`config.mk`:
```
export PLATFORM = sky130hd
export DESIGN_NAME = rec_level_guard
export DESIGN_NICKNAME = d
export VERILOG_FILES = /design/src/rtl/guard_pkg.sv /design/src/rtl/ovl_detect.sv /design/src/rtl/ovl_hold.sv /design/src/rtl/startup_blank.sv /design/src/rtl/rec_level_guard.sv
export SDC_FILE = /design/constraint.sdc
export NUM_CORES = 1
export LEC_CHECK = 0
export BUFFER_PORTS_ARGS = -buffer_cell sky130_fd_sc_hd__buf_2
export CAP_MARGIN = 20
export CORE_ASPECT_RATIO = 1.4
export CORE_MARGIN = 3
export CORE_UTILIZATION = 33
export DETAILED_ROUTE_END_ITERATION = 10
export SLEW_MARGIN = 30
export SYNTH_ARGS = -nofsm -noshare
export SYNTH_HDL_FRONTEND = slang
export SYNTH_HIERARCHICAL = 1
export SYNTH_SLANG_ARGS = --single-unit
```
`constraint.sdc`:
```
create_clock -name clk -period 5.15 [get_ports clk]
set_clock_uncertainty 0.05 [all_clocks]
set_input_delay 0.515 -clock clk [delete_from_list [all_inputs] [get_ports clk]]
set_output_delay 0.515 -clock clk [all_outputs]
set_load 0.05 [all_outputs]
```
`src/rtl/guard_pkg.sv`:
```
`timescale 1ns/1ps
// Shared definitions for the overload and startup-mute block.
// Assumes sample widths up to 32 bits, so the threshold fits a longint.
package guard_pkg;

    // Output gating state of the startup blanking counter.
    typedef enum logic {
        ST_MUTE = 1'b0,
        ST_LIVE = 1'b1
    } gate_state_t;

    // Overload threshold: full scale times 10^(-1.16/20), rounded to nearest.
    function automatic longint over_thresh(input int width);
        longint full_scale;
        full_scale = (longint'(1) << (width - 1)) - 1;
        return (full_scale * 874983 + 500000) / 1000000;
    endfunction

endpackage

```
`src/rtl/ovl_detect.sv`:
```
`timescale 1ns/1ps
// Combinational near-full-scale detector for a set of channels.
// Each channel's magnitude is compared against the fixed threshold.
// Assumes two's complement samples; the negated minimum code fits in W+1 bits.
module ovl_detect #(
    parameter int W     = 20,
    parameter int CHANS = 2
) (
    input  logic [CHANS-1:0][W-1:0] smp_i,
    output logic                    over_o
);
    localparam logic [W:0] THRESH = (W+1)'(guard_pkg::over_thresh(W));

    logic [CHANS-1:0] hit;

    for (genvar ch = 0; ch < CHANS; ch++) begin : g_chan
        logic signed [W:0] ext;
        logic signed [W:0] mag;

        // Widen by one bit and take the absolute value of this channel.
        always_comb begin
            ext = {smp_i[ch][W-1], smp_i[ch]};
            mag = ext[W] ? -ext : ext;
        end

        // Flag this channel when its magnitude is strictly above threshold.
        assign hit[ch] = $unsigned(mag) > THRESH;
    end

    assign over_o = |hit;

endmodule

```
`src/rtl/ovl_hold.sv`:
```
`timescale 1ns/1ps
// Retriggerable overload hold timer, counted in sample strobes.
// An overload strobe loads HOLD; each clean strobe counts down; flag = nonzero.
// Assumes clear_i covers both muted periods and restart pulses.
module ovl_hold #(
    parameter int HOLD = 512
) (
    input  logic clk,
    input  logic rst_n,
    input  logic clear_i,
    input  logic strobe_i,
    input  logic over_i,
    output logic flag_o
);
    localparam int CW = $clog2(HOLD + 1);

    logic [CW-1:0] left_q;

    // Load on overload, decay on clean strobes, clear on reset or mute.
    always_ff @(posedge clk) begin
        if (!rst_n || clear_i) begin
            left_q <= '0;
        end else if (strobe_i) begin
            if (over_i) begin
                left_q <= CW'(HOLD);
            end else if (left_q != '0) begin
                left_q <= left_q - 1'b1;
            end
        end
    end

    assign flag_o = (left_q != '0);

    // a live overload strobe raises the flag at the next edge.
    a_r4_flag_on_overload: assert property (@(posedge clk) disable iff (!rst_n)
        strobe_i && over_i && !clear_i |=> flag_o);

    // the remaining-hold count never exceeds the hold length.
    a_r5_hold_bounded: assert property (@(posedge clk) disable iff (!rst_n)
        left_q <= CW'(HOLD));

    // cycles without a strobe do not shorten the hold.
    a_r5_idle_no_decay: assert property (@(posedge clk) disable iff (!rst_n)
        !strobe_i && !clear_i |=> $stable(left_q));

endmodule

```
`src/rtl/startup_blank.sv`:
```
`timescale 1ns/1ps
// Startup mute window: counts strobes after reset or restart.
// Goes live after SHORT strobes (DC cancel off) or LONG strobes (on).
// Assumes LONG >= SHORT >= 1. A DC-cancel change while muted restarts the count.
module startup_blank #(
    parameter int SHORT = 1024,
    parameter int LONG  = 12288
) (
    input  logic clk,
    input  logic rst_n,
    input  logic restart_i,
    input  logic dc_en_i,
    input  logic strobe_i,
    output logic live_o
);
    import guard_pkg::*;

    localparam int CW = $clog2(LONG + 1);

    gate_state_t   state_q;
    logic [CW-1:0] cnt_q;
    logic          dc_q;
    logic [CW-1:0] limit;

    // Index of the last strobe of the window for the current setting.
    assign limit = dc_en_i ? CW'(LONG - 1) : CW'(SHORT - 1);

    // Track the setting, count strobes while muted, and go live at the limit.
    always_ff @(posedge clk) begin
        if (!rst_n) begin
            state_q <= ST_MUTE;
            cnt_q   <= '0;
            dc_q    <= dc_en_i;
        end else begin
            dc_q <= dc_en_i;
            if (restart_i) begin
                state_q <= ST_MUTE;
                cnt_q   <= '0;
            end else if (state_q == ST_MUTE) begin
                if (dc_en_i != dc_q) begin
                    cnt_q <= '0;
                end else if (strobe_i) begin
                    if (cnt_q == limit) begin
                        state_q <= ST_LIVE;
                    end else begin
                        cnt_q <= cnt_q + 1'b1;
                    end
                end
            end
        end
    end

    assign live_o = (state_q == ST_LIVE);

    // a restart mutes the output at the next edge.
    a_r9_restart_mutes: assert property (@(posedge clk) disable iff (!rst_n)
        restart_i |=> !live_o);

    // once live, the output stays live until a restart.
    a_r7_live_sticky: assert property (@(posedge clk) disable iff (!rst_n)
        live_o && !restart_i |=> live_o);

    // going live is always caused by a strobe.
    a_r7_rise_on_strobe: assert property (@(posedge clk) disable iff (!rst_n)
        $rose(live_o) |-> $past(strobe_i));

    // a setting change while muted zeroes the count.
    a_r10_change_clears: assert property (@(posedge clk) disable iff (!rst_n)
        !live_o && !restart_i && (dc_en_i != dc_q) |=> (cnt_q == '0) && !live_o);

endmodule

```
`src/rtl/rec_level_guard.sv`:
```
`timescale 1ns/1ps
// Top level: overload flag with hold, plus startup output muting.
// The flag is cleared and suppressed while the output is muted or restarting.
// Assumes one strobe per stereo sample period, left and right valid together.
module rec_level_guard #(
    parameter int W            = 20,
    parameter int HOLD_SAMPLES = 512,
    parameter int BLANK_SHORT  = 1024,
    parameter int BLANK_LONG   = 12288
) (
    input  logic         clk,
    input  logic         rst_n,
    input  logic         smp_valid,
    input  logic [W-1:0] smp_left,
    input  logic [W-1:0] smp_right,
    input  logic         dc_cancel_en,
    input  logic         restart,
    output logic         ovl_flag,
    output logic         out_live
);
    logic [1:0][W-1:0] pair;
    logic              over;
    logic              hold_clear;

    // Pack both channels for the detector.
    assign pair = {smp_right, smp_left};

    ovl_detect #(.W(W), .CHANS(2)) u_detect (
        .smp_i  (pair),
        .over_o (over)
    );

    startup_blank #(.SHORT(BLANK_SHORT), .LONG(BLANK_LONG)) u_blank (
        .clk       (clk),
        .rst_n     (rst_n),
        .restart_i (restart),
        .dc_en_i   (dc_cancel_en),
        .strobe_i  (smp_valid),
        .live_o    (out_live)
    );

    // Clear the hold while muted or when a new window is starting.
    assign hold_clear = !out_live || restart;

    ovl_hold #(.HOLD(HOLD_SAMPLES)) u_hold (
        .clk      (clk),
        .rst_n    (rst_n),
        .clear_i  (hold_clear),
        .strobe_i (smp_valid),
        .over_i   (over),
        .flag_o   (ovl_flag)
    );

    // no overload indication while the output is muted.
    a_r11_flag_low_muted: assert property (@(posedge clk) disable iff (!rst_n)
        !out_live |-> !ovl_flag);

    // the most negative left code raises the flag when live.
    a_r3_min_code: assert property (@(posedge clk) disable iff (!rst_n)
        smp_valid && out_live && !restart && (smp_left == {1'b1, {(W-1){1'b0}}})
        |=> ovl_flag);

endmodule

```
-- After elaboration in Yosys (flattened, before gate mapping)
Cells that the tools add are included.
- bitwise logic cells: 2
- equality and inequality tests: 3
- mux-type cells: 12
- $add $sub $neg: 4
- magnitude comparators: 2
- reduce and logical (&&, ||, !) cells: 11
- operator list (kind ; count):
    two-way mux 14 bit ; 4
    > comparator 21 x 19 -> 1 bit (second input constant) ; 2
    two-way mux 21 bit ; 2
    negation 20 -> 21 bit ; 2
    two-way mux 10 bit ; 2
    adder 14 x 1 -> 14 bit (second input constant) ; 1
    == test 14 bit ; 1
    nonzero test 10 bit ; 1
    subtractor 10 x 1 -> 10 bit (second input constant) ; 1
    two-way mux 1 bit ; 4
    nonzero test 2 bit ; 2
    OR reduction 2 bit ; 2
    AND reduction 3 bit ; 1
    logical NOT 1 bit ; 2
    logical OR 1 bit ; 2
    inequality test 2 x 1 -> 1 bit (second input constant) ; 1
    NOT 1 bit ; 2
    AND reduction 2 bit ; 1
    inequality test 1 bit ; 1
- register bits after elaboration: 26
- input port bits: 45
- logic and storage cells: 38
- output and inout port bits: 2

-- Depth between registers and ports, before layout
- word-level depth: 6
- mapped depth: 15

-- Cells and area by module
Netlist, hierarchy kept.
- by module, submodules not included (module ; cells an instance ; area each (sq um) ; instances):
    ovl_detect ; 155 ; 1121.1 ; 1
    startup_blank ; 119 ; 1018.5 ; 1
    ovl_hold ; 65 ; 539.3 ; 1
    rec_level_guard ; 1 ; 6.3 ; 1

-- Worst setup path after synthesis
Ideal clock, no wire load.
- path kind: input to register
- start point: in smp_right[1]
- end point: reg u_hold.left_q[7]
- setup slack: 1.794 ns
- arrival time: 3.236 ns
- stages: 14
- path buffers: 1
- required time: 5.030 ns
- cell sequence: buf_6 -> inv_1 -> ha_1 -> or3b_4 -> o32ai_1 -> a32oi_1 -> a21oi_1 -> nand3_1 -> a2111o_1 -> o211ai_2 -> nor3_1 -> and3_1 -> or4b_1 -> a21oi_1
- word-level cells in the longest chain between the ends: 6
- elaborated cells between the ends (all ways): 7
- ends and longest elaborated chain (element ; line ; RTL):
    start: declaration ; rec_level_guard.sv:15 ; input logic [W-1:0] smp_right,
    negation 20 -> 21 bit ; ovl_detect.sv:23 ; mag = ext[W] ? -ext : ext;
    two-way mux 21 bit (*) ; ovl_detect.sv:23 ;
    > comparator 21 x 19 -> 1 bit (*) ; ovl_detect.sv:27 ; assign hit[ch] = $unsigned(mag) > THRESH;
    OR reduction 2 bit (*) ; ovl_detect.sv:30 ; assign over_o = |hit;
    via over ; rec_level_guard.sv:22 ; logic over;
    nonzero test 2 bit (no source line) ; n/a ;
    AND reduction 2 bit (no source line) ; n/a ;
    end signal: assignment ; ovl_hold.sv:25 ; left_q <= CW'(HOLD);
    end signal: assignment ; ovl_hold.sv:27 ; left_q <= left_q - 1'b1;
    end: declaration ; ovl_hold.sv:17 ; logic [CW-1:0] left_q;
The timed path passes the listed nets; every way through them passes the cells marked *.
A chain may end at the register's enable or synchronous reset.

-- Worst setup path after layout
Ends and elaborated chain as after synthesis.

==> results by group <==
Run status
  – Status: completed

STA
  – Worst slew pin tran: 0.798 ns
  – Setup_tns: 0 ns
  – Slew Limit Headroom: 46.7%
  – Peak Freq: 298 MHz
  – Worst hold margin: 0.369 ns
  – Final Cycle Share: 65.2%
  – Final worst path period need: 3.36 ns
  – Final setup fails: 0
  – Pins over their slew limit: 0
  – PnR worst setup slack: 1.79 ns
  – RSZ-0062 raised after global routing: false
  – Final Hold Violating Endpoints: 0

CTS
  – Clock Latency Late Sink: 0.27 ns
  – Clock Root Buffer: clkbuf_8
  – TritonCTS clock tree: built
  – Setup Buffers After CTS: 0
  – Resized cells post-CTS: 0
  – Clk sink count: 26
  – Max clock buf depth: 2
  – Clk slew on worst S/H paths: 0.09 ns
  – # H-tree levels: 1
  – CTS Hold Bufs: 0
  – TritonCTS Buffers: 3

Detailed routing
  – Top routing layer used: met4
  – Vias/cell: 5.93
  – DRT met1 WL: 3040 um
  – Detail Route Antenna Nets: 0
  – Detail Route met3 WL: 366 um
  – Via count: 2815
  – # DRC: 0
  – Avg WL per Cell: 14.6 um
  – Total wire length: 6930 um
  – Met2 wire length: 3430 um
  – Initial DRC Count: 106
  – DR pass1 iterations: 4

Finish
  – Post-layout util: 38.1%
  – Post-route insts no fill: 475
  – Area of the multi-input gates: 0.00200 mm2
  – Reg area: 520 um2
  – Commonest cells after routing, fill and taps aside: buf_2 (46), nand2_1 (29), dfxtp_1 (26)
  – Most common cell after layout, fill and taps aside: buf_2
  – Fillcell total: 858
  – Nets@finish: 426
  – N_diodes: 0
  – Share of layout cells above drive strength 1: 22.9%
  – Area Overhead vs Synth: 11.3%

Global routing
  – Total track usage: 14.8%
  – Pin count of the biggest net entering global routing: 19
  – Initial antenna violation count: 0
  – Global-route wire length before repair: 11400 um
  – Vias in the first global route: 2544
  – Congestion Overflow GR: 0

Yosys
  – Syn Area/Cell: 7.90 um2
  – Simple-Gate Fraction of Synth Area: 41.1%
  – Syn nets: 389
  – Fraction of the mapped netlist area in adder cells: 1.86%
  – Yosys Warn Count: 6
  – Gate Count Post-Synth: 340
  – Top area cells in the synthesized netlist: dfxtp_1 (19%), nand2_1 (4.1%), nand3_1 (3.2%), nor4_4 (3.2%), nand4_1 (2.8%)
  – Complex-gate fraction of the synthesized area: 25.1%
  – Top_reg_cell synth: dfxtp_1
  – EDFF count, synth: 0
  – Synth Area in XOR/XNOR: 4.24%
  – Mux cell area share after synthesis: 2.33%
  – Synth area leader: dfxtp_1
  – Flops & latches, synth: 26
  – Fraction of registers with async set/reset: 0%
  – Mapped cell area: 0.00269 mm2
  – Largest family of logic cells by synthesized area: simple AND/OR/NAND/NOR gates
  – Register area share after synthesis: 19.4%
  – Distinct cells, synth: 79
  – Share of the synthesized area in the top cell type: 19.4%

Floorplan
  – I/O Pins: 47
  – Die Area: 0.00927 mm2
  – Die X: 82.2 um
  – Core area: 0.00785 mm2
  – Std cell rows: 38
  – Initial Utilization: 34.2%
  – Die height: 113 um

Pwr
  – VDD IR max: 0.000146 V
  – Leak pwr: 0.000995 uW
  – Pwr Density: 151 mW/mm2

Critical path
  – CP Launch Type: primary input
  – Endpoint class of the critical path: flop
  – Critical path fanouts, max: 9
  – CP arrival: 3.51 ns
  – WP data required: 5.30 ns
  – Kind of critical path: in2reg

Placement
  – Pre-CTS WS: 1.51 ns
  – Dpl hpwl: 5470 um
  – Port bufs: 46
  – # placed instances: 472
  – Gpl congestion: 0.818

Hold path
  – Worst min path class: in2reg

Flow run
  – Maxcap violations: 0
[layout make-up]
cell class / count / area share [%]
well taps: 100 / 4.19
multi-input cells: 282 / 67.1
flip-flops and latches: 26 / 17.4
repair buffers: 46 / 7.70
inverters: 18 / 2.26
clock buffers: 3 / 1.38
[cells by family (layout without fill, tap and decap cells)]
kind of cell / Yosys count / count (layout)
mux: 6 / 6
xor+xnor: 13 / 13
fa+ha+maj: 4 / 4
buf+inv: 32 / 67
simple gates: 169 / 169
compound gates: 90 / 90
flops: 26 / 26
[stage by stage]
step	area [um2]	power [uW]
CTS	2990	458
global placement	2950	338
detailed placement	2950	341
global route	2990	481
floorplan	2690	294
finish	2990	452
[synthesized netlist by cell type, types with 4 or more instances]
master     number
a2bb2oi_1       4
xnor2_1         7
nor2_1         17
nand2_1        29
nor3_2          5
nor4_1         12
xor2_1          6
a21oi_1        12
a31oi_1         8
nand3_1        17
nand4_1        12
or4_1           4
inv_1          18
mux2i_1         4
nand3b_1        4
o211ai_1        5
or3_1           9
o21ai_0        14
nor3_1         13
dfxtp_1        26
o22ai_1         5
nand2b_1        5
ha_1            4
clkbuf_1        6
o32ai_1         4
nor4_4          4
nor3b_1         5
[path summary, 6_finish.rpt]
check / to / cells after the start / slack (ns) / startpoint
max: u_hold/left_q[7]$_SDFFE_PP0P_ / 14 / 1.79 / smp_right[1]
min: u_blank/dc_q$_DFF_P_ / 1 / 0.37 / dc_cancel_en
max reg2reg: u_hold/left_q[0]$_SDFFE_PP0P_ / 6 / 3.13 / u_hold/left_q[0]$_SDFFE_PP0P_
min reg2reg: u_blank/cnt_q[9]$_SDFFE_PP0P_ / 2 / 0.43 / u_blank/cnt_q[9]$_SDFFE_PP0P_
[flip-flops by register name, indices dropped and copies added, names as in the netlist]
name and count:
u_blank/cnt_q 14, u_blank/dc_q 1, u_blank/live_o 1, u_hold/left_q 10
[per-layer routing]
| layer | track usage, % | vias up |
|---|---|---|
| met4 | 5.10 | 0 |
| met1 | 18.4 | 1324 |
| li1 | - | 1420 |
| met5 | 0 | - |
| met3 | 1.43 | 6 |
| met2 | 25.9 | 65 |
[critical path, cell delays in order]
cell and delay (ns):
buf_2 0.16, inv_1 0.09, ha_1 0.25, or3b_4 0.44
o32ai_1 0.27, a32oi_1 0.09, a21oi_1 0.12, nand3_1 0.10
a2111o_1 0.40, o211ai_2 0.11, nor3_1 0.09, and3_1 0.24
or4b_1 0.51, a21oi_1 0.14
[report_power, final]
| part | switching (uW) | internal [uW] |
|---|---|---|
| logic | 77.7 | 51.2 |
| clock network | 62.9 | 52.4 |
| registers | 3.80 | 204 |
| total | 144 | 308 |
No activity file was read; power rests on OpenSTA's default activity.
